==> config.mk <==
export PLATFORM = sky130hd
export DESIGN_NAME = dma_irq_ctrl
export DESIGN_NICKNAME = d
export VERILOG_FILES = /design/src/rtl/dma_irq_pkg.sv /design/src/rtl/dma_irq_ctl_fields.sv /design/src/rtl/dma_irq_flag_bank.sv /design/src/rtl/dma_irq_master.sv /design/src/rtl/dma_irq_ctrl.sv
export SDC_FILE = /design/constraint.sdc
export NUM_CORES = 1
export LEC_CHECK = 0
export BUFFER_PORTS_ARGS = -buffer_cell sky130_fd_sc_hd__buf_2
export CORE_MARGIN = 8
export CORE_UTILIZATION = 39
export DETAILED_ROUTE_END_ITERATION = 16
export GPL_ROUTABILITY_DRIVEN = 1
export PLACE_DENSITY = 0.86
export SLEW_MARGIN = 30
export SYNTH_ARGS = -nofsm -noshare
export SYNTH_HDL_FRONTEND = slang
export SYNTH_SLANG_ARGS = --single-unit
==> constraint.sdc <==
create_clock -name clk -period 1.5 [get_ports clk]
set_input_delay 0.075 -clock clk [delete_from_list [all_inputs] [get_ports clk]]
set_output_delay 0.075 -clock clk [all_outputs]
set_load 0.02 [all_outputs]
==> src/rtl/dma_irq_pkg.sv <==
package dma_irq_pkg;
  parameter int NUM_CH  = 7;
  parameter int LOW_W   = 6;
  parameter int WORD_W  = 32;

  localparam int BERR_BIT = 15;
  localparam int EN_LSB   = 16;
  localparam int GE_BIT   = EN_LSB + NUM_CH;
  localparam int FLG_LSB  = GE_BIT + 1;
  localparam int MST_BIT  = FLG_LSB + NUM_CH;

  typedef struct packed {
    logic              ge;
    logic [NUM_CH-1:0] en;
    logic              berr;
    logic [LOW_W-1:0]  low;
  } ctl_t;
endpackage

==> src/rtl/dma_irq_ctl_fields.sv <==
module dma_irq_ctl_fields
  import dma_irq_pkg::*;
#(
  parameter int W = WORD_W
) (
  input  logic         clk,
  input  logic         rst,
  input  logic         wr_en,
  input  logic [W-1:0] wr_data,
  output ctl_t         ctl_q,
  output ctl_t         ctl_next
);
  always_comb begin
    ctl_next = ctl_q;
    if (wr_en) begin
      ctl_next.low  = wr_data[LOW_W-1:0];
      ctl_next.berr = wr_data[BERR_BIT];
      ctl_next.en   = wr_data[EN_LSB +: NUM_CH];
      ctl_next.ge   = wr_data[GE_BIT];
    end
  end

  always_ff @(posedge clk) begin
    if (rst) ctl_q <= '0;
    else     ctl_q <= ctl_next;
  end
endmodule

==> src/rtl/dma_irq_flag_bank.sv <==
module dma_irq_flag_bank #(
  parameter int N = 7
) (
  input  logic         clk,
  input  logic         rst,
  input  logic         wr_en,
  input  logic [N-1:0] clr_mask,
  input  logic [N-1:0] done,
  input  logic [N-1:0] en,
  output logic [N-1:0] flag_q,
  output logic [N-1:0] flag_next,
  output logic         any_set
);
  logic [N-1:0] hit;

  for (genvar n = 0; n < N; n++) begin : g_ch
    assign hit[n] = done[n] & en[n];
    always_comb begin
      if (hit[n])                    flag_next[n] = 1'b1;
      else if (wr_en && clr_mask[n]) flag_next[n] = 1'b0;
      else                           flag_next[n] = flag_q[n];
    end
    always_ff @(posedge clk) begin
      if (rst) flag_q[n] <= 1'b0;
      else     flag_q[n] <= flag_next[n];
    end
  end

  assign any_set = |hit;
endmodule

==> src/rtl/dma_irq_master.sv <==
module dma_irq_master #(
  parameter int N = 7
) (
  input  logic         clk,
  input  logic         rst,
  input  logic         update,
  input  logic         ge_next,
  input  logic         berr_next,
  input  logic [N-1:0] flag_next,
  output logic         mst_q,
  output logic         irq_q
);
  logic mst_next;

  always_comb begin
    if (update) mst_next = (ge_next & (|flag_next)) | berr_next;
    else        mst_next = mst_q;
  end

  always_ff @(posedge clk) begin
    if (rst) begin
      mst_q <= 1'b0;
      irq_q <= 1'b0;
    end else begin
      mst_q <= mst_next;
      irq_q <= mst_next & ~mst_q;
    end
  end
endmodule

==> src/rtl/dma_irq_ctrl.sv <==
module dma_irq_ctrl
  import dma_irq_pkg::*;
#(
  parameter int W = WORD_W,
  parameter int N = NUM_CH
) (
  input  logic         clk,
  input  logic         rst,
  input  logic         wr_en,
  input  logic [W-1:0] wr_data,
  input  logic [N-1:0] dma_done,
  output logic [W-1:0] rd_data,
  output logic         irq_pulse
);
  ctl_t         ctl_q, ctl_next;
  logic [N-1:0] flag_q, flag_next;
  logic         any_set, mst_q, irq_q;

  dma_irq_ctl_fields #(.W(W)) u_ctl (
    .clk(clk), .rst(rst), .wr_en(wr_en), .wr_data(wr_data),
    .ctl_q(ctl_q), .ctl_next(ctl_next)
  );

  dma_irq_flag_bank #(.N(N)) u_flags (
    .clk(clk), .rst(rst), .wr_en(wr_en),
    .clr_mask(wr_data[FLG_LSB +: N]), .done(dma_done), .en(ctl_q.en),
    .flag_q(flag_q), .flag_next(flag_next), .any_set(any_set)
  );

  dma_irq_master #(.N(N)) u_mst (
    .clk(clk), .rst(rst), .update(wr_en | any_set),
    .ge_next(ctl_next.ge), .berr_next(ctl_next.berr), .flag_next(flag_next),
    .mst_q(mst_q), .irq_q(irq_q)
  );

  always_comb begin
    rd_data                   = '0;
    rd_data[LOW_W-1:0]        = ctl_q.low;
    rd_data[BERR_BIT]         = ctl_q.berr;
    rd_data[EN_LSB +: N]      = ctl_q.en;
    rd_data[GE_BIT]           = ctl_q.ge;
    rd_data[FLG_LSB +: N]     = flag_q;
    rd_data[MST_BIT]          = mst_q;
  end

  assign irq_pulse = irq_q;
endmodule

; Word level (Yosys, flattened, before mapping)
; Index checks and enable logic that the tools add are counted.
[word_totals]
register_bits = 24
inputBits = 42
[classes]
n_mux = 16
bitwise = 12
reduce_logical = 9
[ops]
columns = cell, count
row1 = 1-bit 2-to-1 mux, 15
row2 = 15-bit 2-to-1 mux, 1
row3 = 7-bit OR reduction, 2
row4 = 1-bit bitwise AND, 9
row5 = 1-bit logical AND, 7
row6 = 1-bit bitwise OR, 2
row7 = 1-bit NOT, 1

; Logic depth before layout (Yosys ltp)
; Gate-level depths: netlist of run 1.
[logic_depth]
depth_word = 8
ltp_mapped = 5
depth_no_buf = 4

; By module
; Synthesis of run 1 repeated with hierarchy kept, for this count alone.
[unflattened]
hier_cells = 108
area_unflattened_um2 = 1181.1
[by_module_without_submodules]
columns = module, instances, cells_per_inst, area_per_inst_um2, seq_area_each_um2
row1 = dma_irq_ctl_fields, 1, 48, 681.9, 300.3
row2 = dma_irq_flag_bank, 1, 38, 321.6, 140.1
row3 = dma_irq_master, 1, 10, 92.6, 40.0
row4 = dma_irq_ctrl, 1, 12, 85.1, 0.0

; Worst setup path before layout of run 1
; Ideal clock, no wire load.
[synth_path]
kind = register -> register
from = reg u_flags.flag_q[4]
to = reg u_mst.irq_q
setup_time_ns = 0.137
t_arrival_ns = 1.189
path_slack_ns = 0.174
path_stages_with_launch = 5
n_path_buf = 0
synth_period_minus_slack_ns = 1.326
path_cell_list = dfxtp_1 > a21bo_2 > nand4_1 > o41ai_4 > a2111oi_2
[synth_between]
elab_chain_len = 7
[synth_rtl]
columns = item, line
row1 = "start, declared", dma_irq_flag_bank.sv:10  ; output logic [N-1:0] flag_q,
row2 = "start signal, assigned by index", dma_irq_flag_bank.sv:25  ; else flag_q[n] <= flag_next[n];
row3 = 1-bit 2-to-1 mux, dma_irq_flag_bank.sv:20  ; else if (wr_en && clr_mask[n]) flag_next[n] = 1'b0;
row4 = 1-bit 2-to-1 mux, dma_irq_flag_bank.sv:19  ; if (hit[n]) flag_next[n] = 1'b1;
row5 = 7-bit OR reduction, dma_irq_master.sv:16  ; if (update) mst_next = (ge_next & (|flag_next)) | berr_next;
row6 = 1-bit bitwise AND, dma_irq_master.sv:16
row7 = 1-bit bitwise OR, dma_irq_master.sv:16
row8 = 1-bit 2-to-1 mux, dma_irq_master.sv:16
row9 = 1-bit bitwise AND, dma_irq_master.sv:26  ; irq_q <= mst_next & ~mst_q;
row10 = "end signal, assigned", dma_irq_master.sv:26
row11 = "end, declared", dma_irq_master.sv:11  ; output logic irq_q
; No other way between the ends.
; A chain may end at the register's enable or synchronous reset.

; Worst setup path in the final report of run 1
; Same ends and word-level chain as after synthesis.

==> results of run 1 <==
sequential cells by signal, summed over array words and instances (netlist names):
name / flops
u_ctl.ctl_q: 15
u_flags.flag_q: 7
u_mst.irq_q: 1
u_mst.mst_q: 1
cells in the mapped netlist, types with 2 or more instances:
library cell  number
a21bo_2            6
a21oi_1            7
buf_4             10
clkbuf_1           2
dfxtp_1           24
mux2i_1           14
nand2_1            6
nand4_1            3
nor2_1            15
nor2b_1            2
final cells by class:
type	count	share of cell area [%]
flip-flops and latches	24	32.7
repair buffers	69	27.8
well taps	30	2.56
clock inverters	1	2.05
multi-input cells	72	33.3
clock buffers	3	1.53
layout by cell type, fill, tap and decap left out:
cell type	count
clkbuf_4	3
a22o_1	1
a2111oi_2	1
nand3_1	1
nor3_1	1
conb_1	9
nand2_1	6
mux2_4	1
dfxtp_1	24
mux2i_1	14
buf_2	55
nor2b_1	2
o21a_1	1
a21oi_1	7
nor2_1	15
a211oi_1	1
a21bo_2	6
nand4_1	3
dlygate4sd3_1	11
nand2_2	1
buf_4	3
bufinv_16	1
o41ai_4	1
nand4_2	1
routing by layer:
metal  wire, µm  vias up  GRT usage [%]
met3        272        6           3.48
met2       1540       46           22.8
li1           -      469              -
met4         61        0           7.05
met5          0        -              0
met1       1060      443           12.5
final timing paths:
check | slack, ns | cells past startpoint | to
max | 0.17 | 4 | u_mst.irq_q$_SDFF_PP0_
min | 0.008 | 3 | u_ctl.ctl_q[2]$_SDFFE_PP0P_
max reg2reg | 0.17 | 4 | u_mst.irq_q$_SDFF_PP0_
min reg2reg | 0.50 | 1 | u_mst.irq_q$_SDFF_PP0_
power by group through the flow:
| stage | logic, mW | clock network (mW) | registers, mW |
|---|---|---|---|
| floorplan | 0.158 | 0 | 0.751 |
| global placement | 0.274 | 0 | 0.707 |
| detailed placement | 0.279 | 0 | 0.710 |
| CTS | 0.302 | 0.475 | 0.697 |
| global route | 0.327 | 0.506 | 0.701 |
| finish | 0.303 | 0.467 | 0.697 |
worst max-delay path: stages (launching register included):
cell and delay (ns):
dfxtp_1 0.33, a21bo_2 0.19, nand4_1 0.16, o41ai_4 0.41
a2111oi_2 0.12
cells by family after synthesis:
logic type	share of synthesized area [%]
AOI/OAI and AO/OA	15.5
DFF	46.3
other	0.361
and+or+nand+nor	13.4
buffers and inverters	9.52
muxes	14.9
metrics by stage:
step | power (mW) | instances | util [%] | worst slack [ns] | hold WS [ns]
3_5_place_dp | 0.990 | 184 | 52.2 | 0.183 | 0.318
3_3_place_gp | 0.981 | 184 | 52.2 | 0.219 | 0.307
2_1_floorplan | 0.909 | 110 | - | 0.174 | 0.144
6_report | 1.47 | 199 | 58.7 | 0.173 | 0.00846
5_1_grt | 1.53 | 199 | 58.7 | 0.114 | 0.0253
4_1_cts | 1.47 | 199 | 58.7 | 0.165 | 0.0114
==> metrics, run 1 <==
run status finished, final reports clean; syn_area_per_cell between 10 and 15 µm²; cell count after synthesis 102; Warnings, synthesis 0; number of levels the H-tree was split into 1; number of primary I/O pins between 70 and 80; total of max-cap violations 0; antenna violations before repair 0; Die X between 60 and 70 µm; setup repair after global routing missed its margin false; overflow left after global routing 0; crit path max fanout 2; Final min period about 1.3 ns; HPWL after DPL between 2 and 2.5 mm; top_reg_cell synth dfxtp_1; net switching power between 0.3 and 0.4 mW; source-to-sink clock delay at the later pin of the worst-skew pair 0.32 ns; max-slew violation total from the final report 0; Site Rows 18; CTS root buf clkbuf_4; final instance area 0.00147 mm²; DR vias/cell between 4 and 5; startpoint of the worst-slack reg-to-reg timing path u_flags.flag_q[4]$_SDFF_PP0_; core outline area roughly 0.0025 mm²; dominant cells by area after synthesis dfxtp_1, mux2i_1, buf_4; Syn Std Cell Area 0.00104 mm²; capturing element type of the critical path flop; area share of the largest cell type after synthesis between 40% and 50%; Static Leak 0.763 nW; number of synthesized register bits 24; start point of the critical path u_flags.flag_q[4]$_SDFF_PP0_; clock buffers created by TritonCTS 3; internal power roughly 1.1 mW; type of the worst min-delay path in -> reg; first-pass GRT wire length between 4 and 5 mm; fraction of layout instances using a drive strength above 1 43.2%; number of I/O port buffers 55; power share of the clock group approximately a third; highest achievable clock rate ~750 MHz; worst voltage drop across the vdd grid 620 µV; total power density per cell area 999 mW/mm²; ant diodes 0; TritonCTS clock tree built; startpoint of the lowest-slack hold path wr_data[2]; sequential cell fraction of total power a little under half; multi-input gate area in the final layout about 490 µm²; number of instances resized during post-cts repair 0; count of flip-flops with a built-in enable after synthesis 0; Layout area overhead 41.3%; maximum buffer depth of the clock tree 2; full die area around 0.0046 mm²; Initial Util approximately two fifths; data required time of the critical path between 1.5 and 2 ns; Setup Viol. Count Final 0; via count of the routed design 964; via count of the first global-routing pass around 990; proportion of synthesized flip-flops having asynchronous set or reset 0%; area leader, netlist dfxtp_1; largest net degree at the start of global routing 25; number of filler cells placed in the layout 202; length of the first detailed-routing pass in iterations 4; final antenna-violating net count 0; combinational share of power between 20% and 30%; Avg WL per Cell around 15 µm; TNS Setup 0 ns; Remaining DRCs 0; area of all sequential standard cells 480 µm²; number of hold buffers added after cts 11; global router's overall resource usage around 13%; worst endpoint data arrival time roughly 1.5 ns; clock edge transition at the registers on the reported setup and hold paths 0.13 ns; Seq/Total Area, Yosys between 40 and 50%; Cell Area, Placed between 0.001 and 0.0015 mm²; vertical extent of the die 67.6 µm; Num Clock Sinks 24; count of different cell masters after synthesis 23; final period utilization 88.4%; # Post-CTS Setup Buffers 0; switching part of the total power 26.5%; hold violation total from the final report 0; initial DRC count between 60 and 70; CP Class reg -> reg; Setup Skew 0.00256 ns; last weighted congestion value of the routability-driven placer 0.787; Post-layout nets between 200 and 250; sort of element at the start of the critical path flop; drt total wl approximately 3 mm
No activity file was read; power rests on OpenSTA's default activity.
==> run 2, diff against run 1 <==
Settings changed: CELL_PAD_IN_SITES_DETAIL_PLACEMENT set to 0, CELL_PAD_IN_SITES_GLOBAL_PLACEMENT set to 1, CORE_UTILIZATION 39 to 28, PLACE_DENSITY 0.86 to 0.88.
==> run 2 against run 1 <==
Register-to-register slack about the same. Clock-buffer cell count is the same. Highest routed layer unchanged. Via count is 10% lower. Global-route usage fell by 3.7 points. Maximum frequency is 0.28% higher. Critical endpoint is now u_mst.mst_q$_SDFF_PP0_. Worst hold slack improved by 0.037 ns. Largest power group unchanged. Critical path type unchanged.
==> metrics, run 2 (synthesized netlist as in run 1, its figures left out) <==
HPWL after DPL 2.16 mm (was 2.19 mm); clock buffers created by TritonCTS 3 (unchanged); largest registers in the final layout u_ctl.ctl_q: 15 flops, u_flags.flag_q: 7 flops (unchanged); hold violation total from the final report 0 (unchanged); Site Rows 22 (was 18); setup repair after global routing missed its margin false (unchanged); source-to-sink clock delay at the later pin of the worst-skew pair 0.26 ns (was 0.32 ns); Cell Area, Placed 0.00133 mm² (was 0.00131 mm²); number of primary I/O pins 75 (unchanged); Static Leak 0.711 nW (was 0.763 nW); startpoint of the lowest-slack hold path wr_data[18] (was wr_data[2]); crit path max fanout 2 (unchanged); clock edge transition at the registers on the reported setup and hold paths 0.08 ns (was 0.13 ns); largest net degree at the start of global routing 25 (unchanged); final period utilization 88.2% (was 88.4%); first-pass GRT wire length 4.35 mm (was 4.34 mm); maximum buffer depth of the clock tree 2 (unchanged); ant diodes 0 (unchanged); Reg with most FFs u_ctl.ctl_q (unchanged); sink of the worst hold path u_ctl.ctl_q[9]$_SDFFE_PP0P_ (was u_ctl.ctl_q[2]$_SDFFE_PP0P_); worst voltage drop across the vdd grid 453 µV (was 620 µV); run status finished, final reports clean (unchanged); last weighted congestion value of the routability-driven placer 0.731 (was 0.787); data required time of the critical path 1.63 ns (was 1.70 ns); type of the worst min-delay path in -> reg (unchanged); post-place setup slack 0.174 ns (was 0.183 ns); length of the first detailed-routing pass in iterations 3 (was 4); global router's overall resource usage 8.84% (was 12.5%); number of cells on the worst hold path 3 (unchanged); full die area 0.00591 mm² (was 0.00457 mm²); TritonCTS clock tree built (unchanged); sort of element at the start of the critical path flop (unchanged); Avg WL per Cell 12.7 µm (was 14.7 µm); final antenna-violating net count 0 (unchanged); startpoint of the worst-slack reg-to-reg timing path u_flags.flag_q[4]$_SDFF_PP0_ (unchanged); Setup Skew 0.00219 ns (was 0.00256 ns); total of max-cap violations 0 (unchanged); initial DRC count 16 (was 69); highest achievable clock rate 756 MHz (was 754 MHz); Num Clock Sinks 24 (unchanged); CTS root buf clkbuf_8 (was clkbuf_4); number of flip-flops in the largest register 15 (unchanged); Initial Util 28.8% (was 41.5%); overflow left after global routing 0 (unchanged); register-to-register setup slack 0.18 ns (was 0.17 ns); endpoint of the worst register-to-register path u_mst.mst_q$_SDFF_PP0_ (was u_mst.irq_q$_SDFF_PP0_); Die X 76.9 µm (was 67.6 µm); most frequent cells in the layout buf_2, dfxtp_1, nor2_1 (unchanged); fraction of layout instances using a drive strength above 1 45.9% (was 43.2%); CP Class reg -> reg (unchanged); most common library cell in the layout ignoring fill and taps buf_2 (unchanged); Remaining DRCs 0 (unchanged); antenna violations before repair 0 (unchanged); Reg2Reg Depth 4 (unchanged); Layout area overhead 31.8% (was 41.3%); number of instances resized during post-cts repair 0 (unchanged); Post-layout nets 201 (was 212); TNS Setup 0 ns (unchanged); core outline area 0.00361 mm² (was 0.00250 mm²); max-slew violation total from the final report 0 (unchanged); via count of the first global-routing pass 934 (was 988); drt total wl 2.61 mm (was 2.93 mm); number of hold buffers added after cts 0 (was 11); total power density per cell area 974 mW/mm² (was 999 mW/mm²); via count of the routed design 867 (was 964); worst endpoint data arrival time 1.45 ns (was 1.53 ns); number of levels the H-tree was split into 1 (unchanged); Final min period 1.32 ns (was 1.33 ns); DR vias/cell 4.23 (was 4.84); final instance area 0.00137 mm² (was 0.00147 mm²); # Post-CTS Setup Buffers 0 (unchanged); vertical extent of the die 76.9 µm (was 67.6 µm); capturing element type of the critical path flop (unchanged); final worst setup slack 0.177 ns (was 0.173 ns); Setup Viol. Count Final 0 (unchanged); number of I/O port buffers 55 (unchanged)
==> run 2: changes by cell type in the layout (fill, tap and decap cells not counted) <==
cell / previous run / this run
clkbuf_8: 0 / 3
clkbuf_4: 3 / 0
dlygate4sd3_1: 11 / 0
bufinv_16: 1 / 0
==> run 2: critical path: stages (launching register included) <==
cell and delay (ns):
dfxtp_1 0.31, a21bo_2 0.19, nand4_1 0.16, o41ai_4 0.42, a211oi_1 0.11
==> run 2: power breakdown <==
| part | total (mW) | switching (mW) | internal (mW) |
|---|---|---|---|
| Combinational | 0.276 | 0.162 | 0.114 |
| Sequential | 0.694 | 0.0203 | 0.674 |
| Clock | 0.362 | 0.183 | 0.179 |
| Total | 1.33 | 0.366 | 0.967 |
==> run 2: stage by stage <==
stage          std cells  power (mW)  hold WS, ns  util (%)
4_1_cts              205        1.36       0.0406      38.0
3_5_place_dp         202       0.991        0.316      36.8
3_3_place_gp         202       0.988        0.311      36.8
5_1_grt              205        1.43       0.0445      38.0
2_1_floorplan        110       0.909        0.144         -
6_report             205        1.33       0.0457      38.0
==> run 2: worst max-delay path by stage <==
stage,startpoint,endpoint,slack [ns]
finish,u_flags.flag_q[4]$_SDFF_PP0_,u_mst.mst_q$_SDFF_PP0_,0.18
floorplan,u_flags.flag_q[4]$_SDFF_PP0_,u_mst.irq_q$_SDFF_PP0_,0.17
CTS,u_flags.flag_q[4]$_SDFF_PP0_,u_mst.mst_q$_SDFF_PP0_,0.16
global route,u_flags.flag_q[4]$_SDFF_PP0_,u_mst.mst_q$_SDFF_PP0_,0.11
detailed placement,u_flags.flag_q[4]$_SDFF_PP0_,u_mst.mst_q$_SDFF_PP0_,0.17
global placement,u_flags.flag_q[4]$_SDFF_PP0_,u_mst.irq_q$_SDFF_PP0_,0.19
==> run 2: cell type report <==
class | count | area (µm²)
Clock buffer | 3 | 41.3
Fill cell | 388 | 2240
Multi-Input combinational cell | 72 | 489
Sequential cell | 24 | 480
Tap cell | 48 | 60.1
Timing Repair Buffer | 58 | 298
==> run 2: layer usage <==
metal | vias to the layer above | share of wire [%] | GRT usage (%)
met4 | 0 | 0.46 | 2.31
met3 | 2 | 9.2 | 4.66
met2 | 32 | 48 | 14.7
met5 | - | 0 | 0
met1 | 389 | 42 | 9.57
li1 | 444 | - | -
==> run 3, diff against run 2 <==
Settings changed: PLACE_DENSITY 0.88 to 0.87.
==> run 3 against run 2 <==
Wire length grew 3.0%. Clock power rose by 18%. Critical endpoint unchanged. Worst setup slack worse by 0.021 ns. Via count grew 3.0%. Register-to-register slack worse by 0.02 ns. Largest cell class unchanged.
==> metrics, run 3 (synthesized netlist as in run 1, its figures left out) <==
clock edge transition at the registers on the reported setup and hold paths 0.08 ns (about the same); initial DRC count 15 (was 16); number of filler cells placed in the layout 393 (was 388); Layout area overhead 33.9% (was 31.8%); Static Leak 0.723 nW (was 0.711 nW); DR vias/cell 4.31 (was 4.23); fraction of layout instances using a drive strength above 1 46.5% (was 45.9%); setup repair after global routing missed its margin false (unchanged); met1 track demand over resource 9.79% (was 9.57%); Initial Util 28.8% (unchanged); last weighted congestion value of the routability-driven placer 0.722 (was 0.731); register-to-register setup slack 0.16 ns (was 0.18 ns); total of max-cap violations 0 (unchanged); antenna violations before repair 0 (unchanged); length of the first detailed-routing pass in iterations 4 (was 3); final period utilization 89.6% (was 88.2%); number of flip-flops in the largest register 15 (unchanged); critical path's slowest cell o41ai_4 (unchanged); CTS root buf clkbuf_8 (unchanged); type of the worst min-delay path in -> reg (unchanged); via count of the first global-routing pass 961 (was 934); Num Clock Sinks 24 (unchanged); full die area 0.00591 mm² (unchanged); source-to-sink clock delay at the later pin of the worst-skew pair 0.26 ns (about the same); number of primary I/O pins 75 (unchanged); maximum buffer depth of the clock tree 2 (unchanged); number of I/O port buffers 55 (unchanged); area of all sequential standard cells 480 µm² (unchanged); hold violation total from the final report 0 (unchanged); gr busiest metal met2 (unchanged); endpoint of the worst register-to-register path u_mst.mst_q$_SDFF_PP0_ (unchanged); post-place setup slack 0.162 ns (was 0.174 ns); Site Rows 22 (unchanged); number of cells after detailed placement 203 (was 202); met2 Track Usage GR 14.4% (was 14.7%); first-pass GRT wire length 4.43 mm (was 4.35 mm); critical-path cell list a21bo_2 > nand4_1 > o41ai_4 > a211oi_1 (unchanged); number of hold buffers added after cts 0 (unchanged); core outline area 0.00361 mm² (unchanged); largest registers in the final layout u_ctl.ctl_q: 15 flops, u_flags.flag_q: 7 flops (unchanged); Critical path destination u_mst.mst_q$_SDFF_PP0_ (unchanged); run status finished, final reports clean (unchanged); overflow left after global routing 0 (unchanged); number of instances resized during post-cts repair 0 (unchanged); TNS Setup 0 ns (unchanged); clock buffers created by TritonCTS 3 (unchanged); worst voltage drop across the vdd grid 332 µV (was 453 µV); number of levels the H-tree was split into 1 (unchanged); total chip power 1.40 mW (was 1.33 mW); Die X 76.9 µm (unchanged); crit path max fanout 2 (unchanged); Reg2Reg Depth 4 (unchanged); startpoint of the worst-slack reg-to-reg timing path u_flags.flag_q[4]$_SDFF_PP0_ (unchanged); Setup Skew 0.000730 ns (was 0.00219 ns); global routing met3 resource utilization 5.24% (was 4.66%); final antenna-violating net count 0 (unchanged); largest net degree at the start of global routing 25 (unchanged); Reg with most FFs u_ctl.ctl_q (unchanged); longest individual stage delay on the worst path 0.43 ns (was 0.42 ns); start point of the critical path u_flags.flag_q[4]$_SDFF_PP0_ (unchanged); CP Class reg -> reg (unchanged); worst endpoint data arrival time 1.48 ns (was 1.45 ns); vertical extent of the die 76.9 µm (unchanged); sort of element at the start of the critical path flop (unchanged); cell family contributing the most delay on the critical path compound AO/OA/AOI/OAI gates (unchanged); max-slew violation total from the final report 0 (unchanged); most frequent cells in the layout buf_2, dfxtp_1, nor2_1 (unchanged); final worst setup slack 0.156 ns (was 0.177 ns); most common library cell in the layout ignoring fill and taps buf_2 (unchanged); multi-input gate area in the final layout 489 µm² (unchanged); ant diodes 0 (unchanged); Stages on worst setup path 4 (unchanged); total power density per cell area 1010 mW/mm² (was 974 mW/mm²); TritonCTS clock tree built (unchanged); HPWL after DPL 2.19 mm (was 2.16 mm); Avg WL per Cell 13.0 µm (was 12.7 µm); global router's overall resource usage 8.97% (was 8.84%); via count of the routed design 893 (was 867); Remaining DRCs 0 (unchanged); non-filler cells, final 207 (was 205); Final min period 1.34 ns (was 1.32 ns); capturing element type of the critical path flop (unchanged); # Post-CTS Setup Buffers 0 (unchanged); highest achievable clock rate 744 MHz (was 756 MHz); Post-layout nets 202 (was 201); Setup Viol. Count Final 0 (unchanged); data required time of the critical path 1.63 ns (about the same); Buf/Inv on CP 0 (unchanged); drt total wl 2.69 mm (was 2.61 mm)
run 3: cell count changes in the layout (fill, tap and decap cells not counted):
cell / change
buf_4: +1
clkbuf_8: +1
run 3: layout make-up:
cell class | instances | share of cell area [%]
clock buffers | 4 | 3.96
multi-input cells | 72 | 35.2
flip-flops and latches | 24 | 34.6
well taps | 48 | 4.32
repair buffers | 59 | 22.0
run 3: where the power goes:
part / leakage (nW) / internal [mW] / switching [mW] / total, mW
Combinational: 0.497 / 0.116 / 0.164 / 0.280
Sequential: 0.197 / 0.674 / 0.0208 / 0.695
Clock: 0.0288 / 0.234 / 0.194 / 0.428
Total: 0.723 / 1.02 / 0.379 / 1.40
run 3: tightest hold or removal path: cells and delay by family:
kind | cells | cell delay [ns]
buf+inv | 1 | 0.07
simple gates | 1 | 0.07
mux | 1 | 0.05
run 3: worst min-delay path by stage:
stage	slack [ns]	to	cells past startpoint	startpoint
floorplan	0.14	u_mst.irq_q$_SDFF_PP0_	1	rst
detailed placement	0.32	u_ctl.ctl_q[13]$_SDFFE_PP0P_	3	wr_data[22]
global placement	0.31	u_ctl.ctl_q[3]$_SDFFE_PP0P_	3	wr_data[3]
global route	0.05	u_ctl.ctl_q[0]$_SDFFE_PP0P_	3	wr_data[0]
CTS	0.04	u_ctl.ctl_q[2]$_SDFFE_PP0P_	3	wr_data[2]
finish	0.04	u_ctl.ctl_q[2]$_SDFFE_PP0P_	3	wr_data[2]
run 3: layer usage:
metal	part of all wire, %	routed length [µm]
met5	0	0
met4	0.41	11
met3	13	344
met2	46	1230
met1	41	1110
run 3: stage by stage:
stage	hold WS (ns)	area (µm²)	util (%)
CTS	0.0408	1390	38.5
global route	0.0510	1390	38.5
floorplan	0.144	1070	-
finish	0.0450	1390	38.5
detailed placement	0.321	1340	37.0
global placement	0.307	1340	37.0
